$ cat config.mk
export PLATFORM = sky130hd
export DESIGN_NAME = fan_tach_monitor
export DESIGN_NICKNAME = d
export VERILOG_FILES = /design/src/rtl/fan_tach_pkg.sv /design/src/rtl/fan_tach_channel.sv /design/src/rtl/fan_tach_regs.sv /design/src/rtl/fan_tach_monitor.sv
export SDC_FILE = /design/constraint.sdc
export NUM_CORES = 1
export LEC_CHECK = 0
export ABC_CLOCK_PERIOD_IN_PS = 2700
export CORE_ASPECT_RATIO = 1.25
export CORE_MARGIN = 2
export CORE_UTILIZATION = 53
export DETAILED_ROUTE_END_ITERATION = 10
export PLACE_DENSITY = 0.74
export REMOVE_ABC_BUFFERS = 1
export SLEW_MARGIN = 15
export SYNTH_ARGS = -nofsm -noshare
export SYNTH_HDL_FRONTEND = slang
export SYNTH_HIERARCHICAL = 1
export SYNTH_SLANG_ARGS = --single-unit
$ cat constraint.sdc
create_clock -name clk -period 2.7 [get_ports clk]
set_input_delay 0.27 -clock clk [delete_from_list [all_inputs] [get_ports clk]]
set_output_delay 0.27 -clock clk [all_outputs]
set_load 0.05 [all_outputs]
$ cat src/rtl/fan_tach_pkg.sv
package fan_tach_pkg;
    localparam int DATA_W        = 8;
    localparam int IDX_W         = 8;
    localparam int CNT_IDX_BASE  = 'h20;
    localparam int LIM_IDX_BASE  = 'h28;
    localparam int CTRL_IDX_BASE = 'h60;
    localparam int CTRL_STRIDE   = 16;
    localparam int OFF_BIT       = 7;
endpackage

$ cat src/rtl/fan_tach_channel.sv
module fan_tach_channel #(
    parameter int CNT_W = 12
) (
    input  logic             clk,
    input  logic             rst_n,
    input  logic             tick_i,
    input  logic             tach_i,
    input  logic             en_i,
    output logic [CNT_W-1:0] result_o
);
    localparam logic [CNT_W-1:0] SAT = '1;

    typedef struct packed {
        logic             prev;
        logic [CNT_W-1:0] run;
        logic [CNT_W-1:0] res;
    } chan_t;

    chan_t st_d, st_q;

    always_comb begin
        st_d      = st_q;
        st_d.prev = tach_i;
        if (!en_i) begin
            st_d.run = '0;
            st_d.res = '0;
        end else if (tach_i && !st_q.prev) begin
            st_d.res = st_q.run;
            st_d.run = '0;
        end else begin
            if (st_q.run == SAT) st_d.res = SAT;
            if (tick_i && st_q.run != SAT) st_d.run = st_q.run + 1'b1;
        end
    end

    always_ff @(posedge clk) begin
        if (!rst_n) st_q <= '0;
        else        st_q <= st_d;
    end

    assign result_o = st_q.res;
endmodule

$ cat src/rtl/fan_tach_regs.sv
module fan_tach_regs
    import fan_tach_pkg::*;
#(
    parameter int NUM_FANS = 3,
    parameter int CNT_W    = 12
) (
    input  logic                             clk,
    input  logic                             rst_n,
    input  logic [IDX_W-1:0]                 idx_i,
    input  logic                             wr_i,
    input  logic                             rd_i,
    input  logic [DATA_W-1:0]                wdata_i,
    input  logic [NUM_FANS-1:0][CNT_W-1:0]   results_i,
    output logic [DATA_W-1:0]                rdata_o,
    output logic [NUM_FANS-1:0][CNT_W-1:0]   limits_o,
    output logic [NUM_FANS-1:0]              en_o
);
    localparam int WIDE_W = 2 * DATA_W;
    localparam int STG_W  = CNT_W - DATA_W;

    typedef struct packed {
        logic [NUM_FANS-1:0][CNT_W-1:0]  limit;
        logic [NUM_FANS-1:0][DATA_W-1:0] ctrl;
        logic [NUM_FANS-1:0][DATA_W-1:0] latch;
        logic [STG_W-1:0]                stage;
    } regs_t;

    regs_t rg_d, rg_q;
    logic [WIDE_W-1:0] res_w, lim_w;

    always_comb begin
        rg_d    = rg_q;
        rdata_o = '0;
        res_w   = '0;
        lim_w   = '0;
        for (int n = 0; n < NUM_FANS; n++) begin
            res_w = WIDE_W'(results_i[n]);
            lim_w = WIDE_W'(rg_q.limit[n]);
            if (idx_i == IDX_W'(CNT_IDX_BASE + 2*n)) begin
                rdata_o = res_w[WIDE_W-1:DATA_W];
                if (rd_i) rg_d.latch[n] = res_w[DATA_W-1:0];
            end
            if (idx_i == IDX_W'(CNT_IDX_BASE + 2*n + 1)) rdata_o = rg_q.latch[n];
            if (idx_i == IDX_W'(LIM_IDX_BASE + 2*n)) begin
                rdata_o = lim_w[WIDE_W-1:DATA_W];
                if (wr_i) rg_d.stage = wdata_i[STG_W-1:0];
            end
            if (idx_i == IDX_W'(LIM_IDX_BASE + 2*n + 1)) begin
                rdata_o = lim_w[DATA_W-1:0];
                if (wr_i) rg_d.limit[n] = {rg_q.stage, wdata_i};
            end
            if (idx_i == IDX_W'(CTRL_IDX_BASE + CTRL_STRIDE*n)) begin
                rdata_o = rg_q.ctrl[n];
                if (wr_i) rg_d.ctrl[n] = wdata_i;
            end
        end
    end

    always_ff @(posedge clk) begin
        if (!rst_n) begin
            rg_q       <= '0;
            rg_q.limit <= '1;
        end else begin
            rg_q <= rg_d;
        end
    end

    assign limits_o = rg_q.limit;

    generate
        for (genvar g = 0; g < NUM_FANS; g++) begin : g_en
            assign en_o[g] = ~rg_q.ctrl[g][OFF_BIT];
        end
    endgenerate
endmodule

$ cat src/rtl/fan_tach_monitor.sv
module fan_tach_monitor
    import fan_tach_pkg::*;
#(
    parameter int NUM_FANS = 3,
    parameter int CNT_W    = 12
) (
    input  logic                clk,
    input  logic                rst_n,
    input  logic                tick,
    input  logic [NUM_FANS-1:0] tach_in,
    input  logic [7:0]          reg_idx,
    input  logic                reg_wr,
    input  logic                reg_rd,
    input  logic [7:0]          reg_wdata,
    output logic [7:0]          reg_rdata,
    output logic [NUM_FANS-1:0] fan_alarm
);
    logic [NUM_FANS-1:0][CNT_W-1:0] count_w;
    logic [NUM_FANS-1:0][CNT_W-1:0] limit_w;
    logic [NUM_FANS-1:0]            en_w;

    generate
        for (genvar g = 0; g < NUM_FANS; g++) begin : g_fan
            fan_tach_channel #(.CNT_W(CNT_W)) u_chan (
                .clk      (clk),
                .rst_n    (rst_n),
                .tick_i   (tick),
                .tach_i   (tach_in[g]),
                .en_i     (en_w[g]),
                .result_o (count_w[g])
            );
            assign fan_alarm[g] = en_w[g] & (count_w[g] > limit_w[g]);
        end
    endgenerate

    fan_tach_regs #(.NUM_FANS(NUM_FANS), .CNT_W(CNT_W)) u_regs (
        .clk       (clk),
        .rst_n     (rst_n),
        .idx_i     (reg_idx),
        .wr_i      (reg_wr),
        .rd_i      (reg_rd),
        .wdata_i   (reg_wdata),
        .results_i (count_w),
        .rdata_o   (reg_rdata),
        .limits_o  (limit_w),
        .en_o      (en_w)
    );
endmodule

After elaboration in Yosys (flattened, before gate mapping)
Cells that the tools add are included.
{"block": "classes", "bitwise": 7, "n_reduce_logical": 27, "magnitude_cmp": 3, "mux": 27, "add_sub_neg": 3, "n_eq_ne": 21}
{"op": "8-bit 2-to-1 mux", "n": 14}
{"op": "8-bit by 6-bit == test with 1-bit output (second input constant)", "n": 12}
{"op": "12-bit 2-to-1 mux", "n": 6}
{"op": "12-bit by 1-bit adder with 12-bit output (second input constant)", "n": 3}
{"op": "12-bit == test (second input constant)", "n": 3}
{"op": "12-bit greater-than comparator", "n": 3}
{"op": "12-bit inequality test (second input constant)", "n": 3}
{"op": "4-bit 2-to-1 mux", "n": 7}
{"op": "2-bit AND reduction", "n": 9}
{"op": "8-bit by 7-bit == test with 1-bit output (second input constant)", "n": 2}
{"op": "3-bit OR reduction", "n": 3}
{"op": "8-bit == test (second input constant)", "n": 1}
{"op": "1-bit logical AND", "n": 6}
{"op": "2-bit nonzero test", "n": 3}
{"op": "2-bit OR reduction", "n": 3}
{"op": "1-bit inverter", "n": 4}
{"op": "1-bit AND", "n": 3}
{"op": "1-bit logical NOT", "n": 3}
{"block": "word_totals", "regBits": 163, "output_inout_bits": 11, "input_bits": 24, "elab_cells": 107}

Longest topological paths before layout
Gate-level depths: netlist of run 1.
{"block": "logic_depth", "word_depth": 16, "mapped_depth": 7, "mapped_depth_nobuf": 6}

Hierarchy
Netlist of run 1, hierarchy kept.
{"mod": "fan_tach_regs", "seq_area_each_um2": 1761.7, "cells_each": 551, "area_each_um2": 4615.7, "n_inst": 1}
{"mod": "fan_tach_channel", "seq_area_each_um2": 500.5, "cells_each": 117, "area_each_um2": 1166.1, "n_inst": 3}
{"mod": "fan_tach_monitor", "seq_area_each_um2": 0.0, "cells_each": 129, "area_each_um2": 904.6, "n_inst": 1}

Worst setup path before layout of run 1
No wires, ideal clock.
{"block": "synth_path", "path_kind": "input port to output port", "from": "input port reg_idx[3]", "to": "output port reg_rdata[1]", "slack_ns": -0.079, "stages": 7, "required_time_ns": 2.430, "t_arrival_ns": 2.509, "path_buffers": 3, "cell_sequence": "buf_6 > clkbuf_1 > clkbuf_1 > o21ai_0 > a2bb2oi_1 > a21oi_1 > o21ai_0"}
{"block": "synth_via", "elab_chain_len": 16, "word_cells_on_any_way": 30, "cone_classes": "eq/ne: 15; mux: 15"}
{"item": "start: declaration", "line_no": "fan_tach_monitor.sv:11", "source": "input logic [7:0] reg_idx,"}
{"item": "8-bit by 6-bit == test with 1-bit output", "line_no": "fan_tach_regs.sv:39", "source": "if (idx_i == IDX_W'(CNT_IDX_BASE + 2*n)) begin"}
{"item": "4-bit 2-to-1 mux", "line_no": "fan_tach_regs.sv:39"}
{"item": "8-bit 2-to-1 mux", "line_no": "fan_tach_regs.sv:43", "source": "if (idx_i == IDX_W'(CNT_IDX_BASE + 2*n + 1)) rdata_o = rg_q.latch[n];"}
{"item": "8-bit 2-to-1 mux", "line_no": "fan_tach_regs.sv:44", "source": "if (idx_i == IDX_W'(LIM_IDX_BASE + 2*n)) begin"}
{"item": "8-bit 2-to-1 mux", "line_no": "fan_tach_regs.sv:48", "source": "if (idx_i == IDX_W'(LIM_IDX_BASE + 2*n + 1)) begin"}
{"item": "8-bit 2-to-1 mux", "line_no": "fan_tach_regs.sv:52", "source": "if (idx_i == IDX_W'(CTRL_IDX_BASE + CTRL_STRIDE*n)) begin"}
{"item": "8-bit 2-to-1 mux", "line_no": "fan_tach_regs.sv:39"}
{"item": "8-bit 2-to-1 mux", "line_no": "fan_tach_regs.sv:43"}
{"item": "8-bit 2-to-1 mux", "line_no": "fan_tach_regs.sv:44"}
{"item": "8-bit 2-to-1 mux", "line_no": "fan_tach_regs.sv:48"}
{"item": "8-bit 2-to-1 mux", "line_no": "fan_tach_regs.sv:52"}
{"item": "8-bit 2-to-1 mux", "line_no": "fan_tach_regs.sv:39"}
{"item": "8-bit 2-to-1 mux", "line_no": "fan_tach_regs.sv:43"}
{"item": "8-bit 2-to-1 mux", "line_no": "fan_tach_regs.sv:44"}
{"item": "8-bit 2-to-1 mux", "line_no": "fan_tach_regs.sv:48"}
{"item": "8-bit 2-to-1 mux *", "line_no": "fan_tach_regs.sv:52"}
{"item": "end: declaration", "line_no": "fan_tach_monitor.sv:15", "source": "output logic [7:0] reg_rdata,"}
Mark *: on every way between the ends. The rest lies on a longest branch, timed or not.

Worst setup path after layout of run 1
{"block": "layout_path", "from": "input port reg_idx[7]", "to": "output port reg_rdata[7]"}
{"block": "layout_via", "elab_chain_len": 15, "word_cells_on_any_way": 28, "cone_classes": "eq/ne: 14; mux: 14"}
{"item": "8-bit by 6-bit == test with 1-bit output", "line_no": "fan_tach_regs.sv:43"}
{"item": "8-bit 2-to-1 mux", "line_no": "fan_tach_regs.sv:43"}
{"item": "8-bit 2-to-1 mux", "line_no": "fan_tach_regs.sv:44"}
{"item": "8-bit 2-to-1 mux", "line_no": "fan_tach_regs.sv:48"}
{"item": "8-bit 2-to-1 mux", "line_no": "fan_tach_regs.sv:52"}
{"item": "8-bit 2-to-1 mux", "line_no": "fan_tach_regs.sv:39"}
{"item": "8-bit 2-to-1 mux", "line_no": "fan_tach_regs.sv:43"}
{"item": "8-bit 2-to-1 mux", "line_no": "fan_tach_regs.sv:44"}
{"item": "8-bit 2-to-1 mux", "line_no": "fan_tach_regs.sv:48"}
{"item": "8-bit 2-to-1 mux", "line_no": "fan_tach_regs.sv:52"}
{"item": "8-bit 2-to-1 mux", "line_no": "fan_tach_regs.sv:39"}
{"item": "8-bit 2-to-1 mux", "line_no": "fan_tach_regs.sv:43"}
{"item": "8-bit 2-to-1 mux", "line_no": "fan_tach_regs.sv:44"}
{"item": "8-bit 2-to-1 mux", "line_no": "fan_tach_regs.sv:48"}
{"item": "8-bit 2-to-1 mux *", "line_no": "fan_tach_regs.sv:52"}
Marks and branches as above.

==> run_results.csv, run 1 <==
group,metric,value,unit
clock_tree,cts_sinks,163,
setup_path,rrSetupSlack,0.85,ns
logic_synthesis,seq_area_frac_synth,0.362,
grt,grtUsageTotal,0.260,
final_layout,diodes,0,
final_layout,drive_gt1_frac,0.137,
clock_tree,cts_buffers,17,
logic_synthesis,ys_warn_count,6,
logic_synthesis,ys_ff_latch,163,
final_layout,nets,1055,
final_layout,areaGrowthSynthToFinish,8.66,%
setup_path,crit_end,"reg_rdata[7]",
clock_tree,clk_latency,0.43,ns
setup_path,timing.rr.start,"g_fan[2].u_chan/st_q[12]$_SDFFE_PP0P_",
timing,finalHoldViolations,0,
timing,final.setup.tns,0,ns
die,rows,53,
setup_path,end_kind,"primary output",
place,routabilityCongestion,0.969,
setup_path,reg2reg_to,"g_fan[2].u_chan/result_o[5]$_SDFFE_PN0P_",
run_status,outcome,"finished clean",
timing,worstMarginPinSlew,0.571,ns
logic_synthesis,synthCells,1031,
pwr,peakVddDrop,0.490,mV
worst_hold_path,hp-class,"in2reg",
grt,antenna_found_initial,0,
setup_path,critPathKind,"in2out",
detailed_routing,drt_pre_antenna_iters,5,
place,pre_cts_ws,-0.209,ns
detailed_routing,drc,0,
timing,relSlewSlack,0.618,
place,place_hpwl,16.3,mm
die,initial_core_util,0.540,
logic_synthesis,synth_edf_count,0,
run,maxCapViolCount,0,
clock_tree,cts.path.max_buffers,2,
logic_synthesis,syn-cell-area,9020,um^2
setup_path,cp.arrival,2.37,ns
logic_synthesis,avgSynthCellArea,8.75,um^2
grt,grt_max_degree,46,
timing,fin_skew,0.00737,ns
die,die_width,121,um
grt,overflow,0,
grt,grt_pass1_vias,7000,
place,io_buffers,34,
grt,grt_pass1_wl,36.6,mm
detailed_routing,post_drt_wl_per_cell,18.6,um
clock_tree,clk_pin_slew,0.06,ns
die,dieArea,18100,um^2
detailed_routing,routed_wl,22.8,mm
timing,final_max_slew_viol_count,0,
logic_synthesis,synth_area_leader_cell,"dfxtp_1",
pwr,p_leak,4.35,nW
timing,layout_setup_ws,0.0646,ns
detailed_routing,antenna_left,0,
logic_synthesis,synthArstFlopShare,0,
setup_path,startpoint,"reg_idx[7]",
setup_path,ff2ff_path_depth,5,
logic_synthesis,synth_top_area_share,0.362,
die,io_pins,35,
logic_synthesis,synth_area_leaders,"dfxtp_1 (36%), buf_4 (6.3%), mux2i_1 (5.9%), nand2_1 (5.7%), ha_1 (5.4%)",
timing,period_needed,2.64,ns
clock_tree,cts_tree,"done",
logic_synthesis,synthFlopType,"dfxtp_1",
timing,timing.final.crit_share,0.976,
logic_synthesis,synthDistinctLibCells,63,
clock_tree,htreeDepth,4,
setup_path,crit_fanout,9,
detailed_routing,viasPerCell,5.94,
clock_tree,clock-root-buffer,"clkbuf_16",
setup_path,cp.required,2.43,ns
pwr,p_per_area,548,nW/um^2
setup_path,startpoint_type,"primary input",
timing,fmax,379,MHz
detailed_routing,vias,7282,
die,die_y,150,um
timing,rsz0062_at_grt,"false",
detailed_routing,drt_iter0_markers,653,
die,core_area,16700,um^2
timing,setup_viol,0,
## power breakdown
part | leakage (nW) | internal [mW] | switching, mW
registers | 1.32 | 2.45 | 0.0448
logic | 2.74 | 0.174 | 0.232
clock network | 0.294 | 1.43 | 1.04
total | 4.35 | 4.05 | 1.32
## worst min path at each step
stage / from / endpoint / cells after the start
after floorplan: rst_n / u_regs/limits_o[0]$_SDFFE_PN1P_ / 1
after global placement: u_regs/rg_q[4]$_SDFFE_PN0P_ / u_regs/rg_q[4]$_SDFFE_PN0P_ / 2
after detailed placement: u_regs/rg_q[5]$_SDFFE_PN0P_ / u_regs/rg_q[5]$_SDFFE_PN0P_ / 2
after CTS: rst_n / u_regs/limits_o[21]$_SDFFE_PN1P_ / 2
after global routing: rst_n / u_regs/limits_o[21]$_SDFFE_PN1P_ / 2
final: rst_n / u_regs/limits_o[21]$_SDFFE_PN1P_ / 2
## synthesized netlist by cell type, types with 8 or more instances
master and count:
dfxtp_1 163, nand2_1 136, nand3_1 77, buf_4 76, nor2_1 61, mux2i_1 53, inv_1 47, clkbuf_1 42
ha_1 39, nor2b_1 33, o221a_1 30, a21oi_1 29, a21boi_0 25, o21ai_0 21, o22ai_1 18, nand4_1 13
nor3_1 10, a31oi_1 9, buf_2 9, mux2_2 8, o221ai_1 8
## worst max-delay path, stage by stage
cell             delay (ns)
clkdlybuf4s50_1        0.58
or3b_2                 0.50
or3_4                  0.40
buf_4                  0.15
o221ai_1               0.21
buf_4                  0.25
## timing repair
action,CTS,global route
pin swaps,1,0
hold buffers,0,0
gates resized for setup,8,8
setup buffers,1,0
setup endpoints to repair,8,8
## per-stage QoR
stage | std cells | total power [mW] | utilization | instance area (um^2) | hold slack (ns)
after floorplan | 901 | 2.73 | - | 8210 | 0.342
after global placement | 1192 | 2.94 | 0.547 | 9140 | 0.449
after detailed placement | 1192 | 2.94 | 0.547 | 9140 | 0.455
after CTS | 1225 | 5.40 | 0.585 | 9770 | 0.181
after global routing | 1225 | 5.53 | 0.586 | 9800 | 0.204
final | 1225 | 5.37 | 0.586 | 9800 | 0.190
## cells in the final DEF, fill, tap and decap left out, types with 30 or more instances in the layout
cell type	Yosys	layout
dfxtp_1	163	163
ha_1	39	39
nand3_1	77	77
nand2_1	136	136
buf_4	76	42
o221a_1	30	30
mux2i_1	53	53
inv_1	47	47
nor2_1	61	61
nor2b_1	33	33
## sequential cells by signal, indices dropped and copies added, names as in the netlist, named ones only
signal	flops
g_fan.u_chan/result_o	36
g_fan.u_chan/st_q	39
u_regs/rg_q	48
u_regs/limits_o	36
## routing by layer
| metal | global-route usage | up-vias | wire length (um) |
|---|---|---|---|
| met5 | 0 | - | 0 |
| met4 | 0.126 | 0 | 948 |
| met3 | 0.0442 | 65 | 903 |
| met2 | 0.452 | 207 | 11400 |
| met1 | 0.308 | 3467 | 9560 |
| li1 | - | 3543 | - |
## cell type report
class / instances / area, um^2
multi-input cells: 691 / 4810
well taps: 220 / 275
fillers: 1478 / 6910
clock inverters: 12 / 145
clock buffers: 20 / 457
flip-flops and latches: 163 / 3260
repair buffers: 72 / 672
inverters: 47 / 176
## logic make-up (layout without fill, tap and decap cells)
kind of cell    Yosys count  count (layout)  share of synthesized area
simple gates            388             388                      0.224
flops                   163             163                      0.362
mux                      65              65                     0.0788
xor+xnor                  6               6                    0.00583
fa+ha+maj                39              39                     0.0541
buf+inv                 177             151                      0.109
compound gates          193             193                      0.166
Note: power is estimated with default switching activity, not from simulation.
==> run 2, diff against run 1 <==
--- a/config.mk
+++ b/config.mk
@@ -8,9 +8,9 @@
 export ABC_CLOCK_PERIOD_IN_PS = 2700
 export CORE_ASPECT_RATIO = 1.25
 export CORE_MARGIN = 2
-export CORE_UTILIZATION = 53
+export CORE_UTILIZATION = 62
 export DETAILED_ROUTE_END_ITERATION = 10
-export PLACE_DENSITY = 0.74
+export PLACE_DENSITY = 0.84
 export REMOVE_ABC_BUFFERS = 1
 export SLEW_MARGIN = 15
 export SYNTH_ARGS = -nofsm -noshare
==> run 2 against run 1 <==
Net effect:
- the flow now finishes with violations (setup timing)
- register-to-register slack worse by 0.04 ns
- combinational power is essentially flat
- sequential power barely moved
- hold slack improved by 0.0070 ns
- largest cell class unchanged
- die area down 14%
- sequential share of layout area up 0.081 points
- routed wire length increased by 1.3%
- maximum frequency fell by 4.2%
- first-iteration DRC count fell by 9.5%
- largest power group is now clock
- count of clock-buffer cells in the layout stayed put
- critical endpoint is now reg_rdata[6]
- utilization is 9.8 points higher
==> run_results.csv, run 2 (synthesis results as in run 1) <==
group,metric,value,unit
clock_tree,cts.path.max_buffers,2,
final_layout,top_regs,"u_regs/rg_q (48), g_fan.u_chan/st_q (39)",
setup_path,max_stage_delay,0.48,ns
timing,setup_viol,2,
die,core_area,14300,um^2
timing,hold_slack,0.197,ns
die,die_width,112,um
run,maxCapViolCount,0,
setup_path,slowest_stage,"clkdlybuf4s50_1",
timing,timing.final.crit_share,1.02,
setup_path,startpoint_type,"primary input",
final_layout,areaGrowthSynthToFinish,8.39,%
clock_tree,cts_tree,"done",
pwr,p_per_area,567,nW/um^2
die,io_pins,35,
grt,antenna_found_initial,0,
pwr,combPwrFrac,0.074,
die,initial_core_util,0.631,
grt,overflow,0,
detailed_routing,vias,7428,
timing,layout_setup_ws,-0.0505,ns
clock_tree,htreeDepth,4,
worst_hold_path,hold_start,"rst_n",
detailed_routing,drt_pre_antenna_iters,7,
pwr,intPower,4.27,mW
final_layout,final_common_cell,"dfxtp_1",
pwr,p_leak,4.35,nW
pwr,p_total,5.54,mW
place,pre_cts_ws,-0.192,ns
setup_path,reg2reg_to,"g_fan[0].u_chan/result_o[8]$_SDFFE_PN0P_",
grt,grt_pass1_wl,36.9,mm
final_layout,largest_reg_flops,48,
detailed_routing,routed_wl,23.1,mm
setup_path,path_cells,"clkdlybuf4s50_1 > buf_4 > nor4b_4 > buf_6 > nand4b_1 > o22ai_1 > nor2_1 > o221ai_1 > buf_12",
grt,grt_pass1_vias,7099,
timing,final_max_slew_viol_count,0,
clock_tree,cts_sinks,163,
clock_tree,clk_latency,0.44,ns
die,dieArea,15500,um^2
detailed_routing,drc,0,
timing,finalHoldViolations,0,
run_status,outcome,"complete, but fails checks",
clock_tree,clock-root-buffer,"clkbuf_16",
final_layout,drive_gt1_frac,0.134,
pwr,p_sw_frac,0.230,
clock_tree,clk_pin_slew,0.06,ns
final_layout,fill_cells,1081,
timing,fmax,364,MHz
final_layout,mostFrequentLayoutCells,"dfxtp_1 (163), nand2_1 (136), nand3_1 (77)",
place,routabilityCongestion,0.982,
clock_tree,post_cts_buffers,0,
final_layout,nets,1054,
setup_path,cp.required,2.43,ns
grt,grt_max_degree,50,
pwr,p_seq_frac,0.450,
timing,worstMarginPinSlew,0.559,ns
setup_path,critPathKind,"in2out",
setup_path,rrSetupSlack,0.81,ns
setup_path,cp.arrival,2.48,ns
detailed_routing,viasPerCell,6.28,
setup_path,ff2ff_path_depth,5,
grt,grtUsageTotal,0.297,
detailed_routing,post_drt_wl_per_cell,19.5,um
detailed_routing,antenna_left,0,
clock_tree,cts_hold_buf,0,
die,rows,49,
timing,final.setup.tns,-0.0529,ns
place,place_hpwl,16.0,mm
setup_path,timing.rr.start,"g_fan[0].u_chan/st_q[12]$_SDFFE_PP0P_",
final_layout,post-route-util,0.684,
setup_path,crit_fanout,9,
clock_tree,cts_buffers,17,
timing,period_needed,2.75,ns
run_status,violations,"setup timing",
pwr,peakVddDrop,0.468,mV
die,die_y,139,um
worst_hold_path,hp-class,"in2reg",
pwr,p_sw,1.28,mW
setup_path,end_kind,"primary output",
final_layout,diodes,0,
timing,relSlewSlack,0.627,
worst_hold_path,min_delay_path_depth,2,
worst_hold_path,holdPathEnd,"u_regs/rg_q[9]$_SDFFE_PN0P_",
pwr,power_frac_clock,0.476,
setup_path,startpoint,"reg_idx[7]",
timing,fin_skew,0.00731,ns
final_layout,top_register,"u_regs/rg_q",
place,io_buffers,34,
detailed_routing,drt_iter0_markers,591,
[run 2: changes by cell type in the layout (fill, tap and decap cells not counted), sizes merged]
cell	delta
dlygate4sd2	+1
clkinvlp	-1
inv	-4
bufinv	+3
clkinv	+2
dlymetal6s2s	-2
clkdlybuf4s50	+1
buf	-1
[run 2: cell type report]
class | count | area, um^2 | area share
Timing Repair Buffer | 71 | 662 | 0.0677
Tap cell | 178 | 223 | 0.0228
Clock inverter | 12 | 204 | 0.0209
Multi-Input combinational cell | 691 | 4810 | 0.492
Clock buffer | 20 | 437 | 0.0447
Sequential cell | 163 | 3260 | 0.334
Inverter | 47 | 176 | 0.0180
[run 2: how the worst max path moves through the flow]
stage / endpoint / slack [ns] / cells past startpoint
detailed placement: reg_rdata[0] / -0.19 / 7
global placement: reg_rdata[7] / -0.19 / 7
finish: reg_rdata[6] / -0.05 / 9
CTS: reg_rdata[3] / 0.04 / 7
global route: reg_rdata[6] / -0.03 / 9
floorplan: reg_rdata[0] / -0.22 / 5
[run 2: repair_timing]
| action | in CTS | in global routing |
|---|---|---|
| hold endpoints to repair | 0 | 0 |
| pin swaps | 0 | 0 |
| gates resized for setup | 11 | 6 |
| setup endpoints to repair | 8 | 4 |
[run 2: power groups by stage]
stage	Combinational, mW	Clock (mW)	Sequential [mW]
5_1_grt	0.433	2.76	2.50
6_report	0.408	2.64	2.49
3_5_place_dp	0.394	0	2.54
3_3_place_gp	0.387	0	2.54
2_1_floorplan	0.198	0	2.53
4_1_cts	0.400	2.66	2.49
[run 2: per-stage QoR]
| step | instances | instance area [um^2] |
|---|---|---|
| 2_1_floorplan | 901 | 8210 |
| 3_3_place_gp | 1150 | 9090 |
| 3_5_place_dp | 1150 | 9090 |
| 4_1_cts | 1182 | 9760 |
| 5_1_grt | 1182 | 9780 |
| 6_report | 1182 | 9780 |
[run 2: layer usage]
layer	GRT usage	share of wire
met3	0.0616	0.056
met1	0.351	0.40
met4	0.168	0.057
met5	0	0
met2	0.498	0.49
[run 2: worst max-delay path: cells and delay by family]
family	cells	cell delay (ns)
AOI/OAI and AO/OA	2	0.62
and+or+nand+nor	3	0.58
buffers and inverters	4	1.01
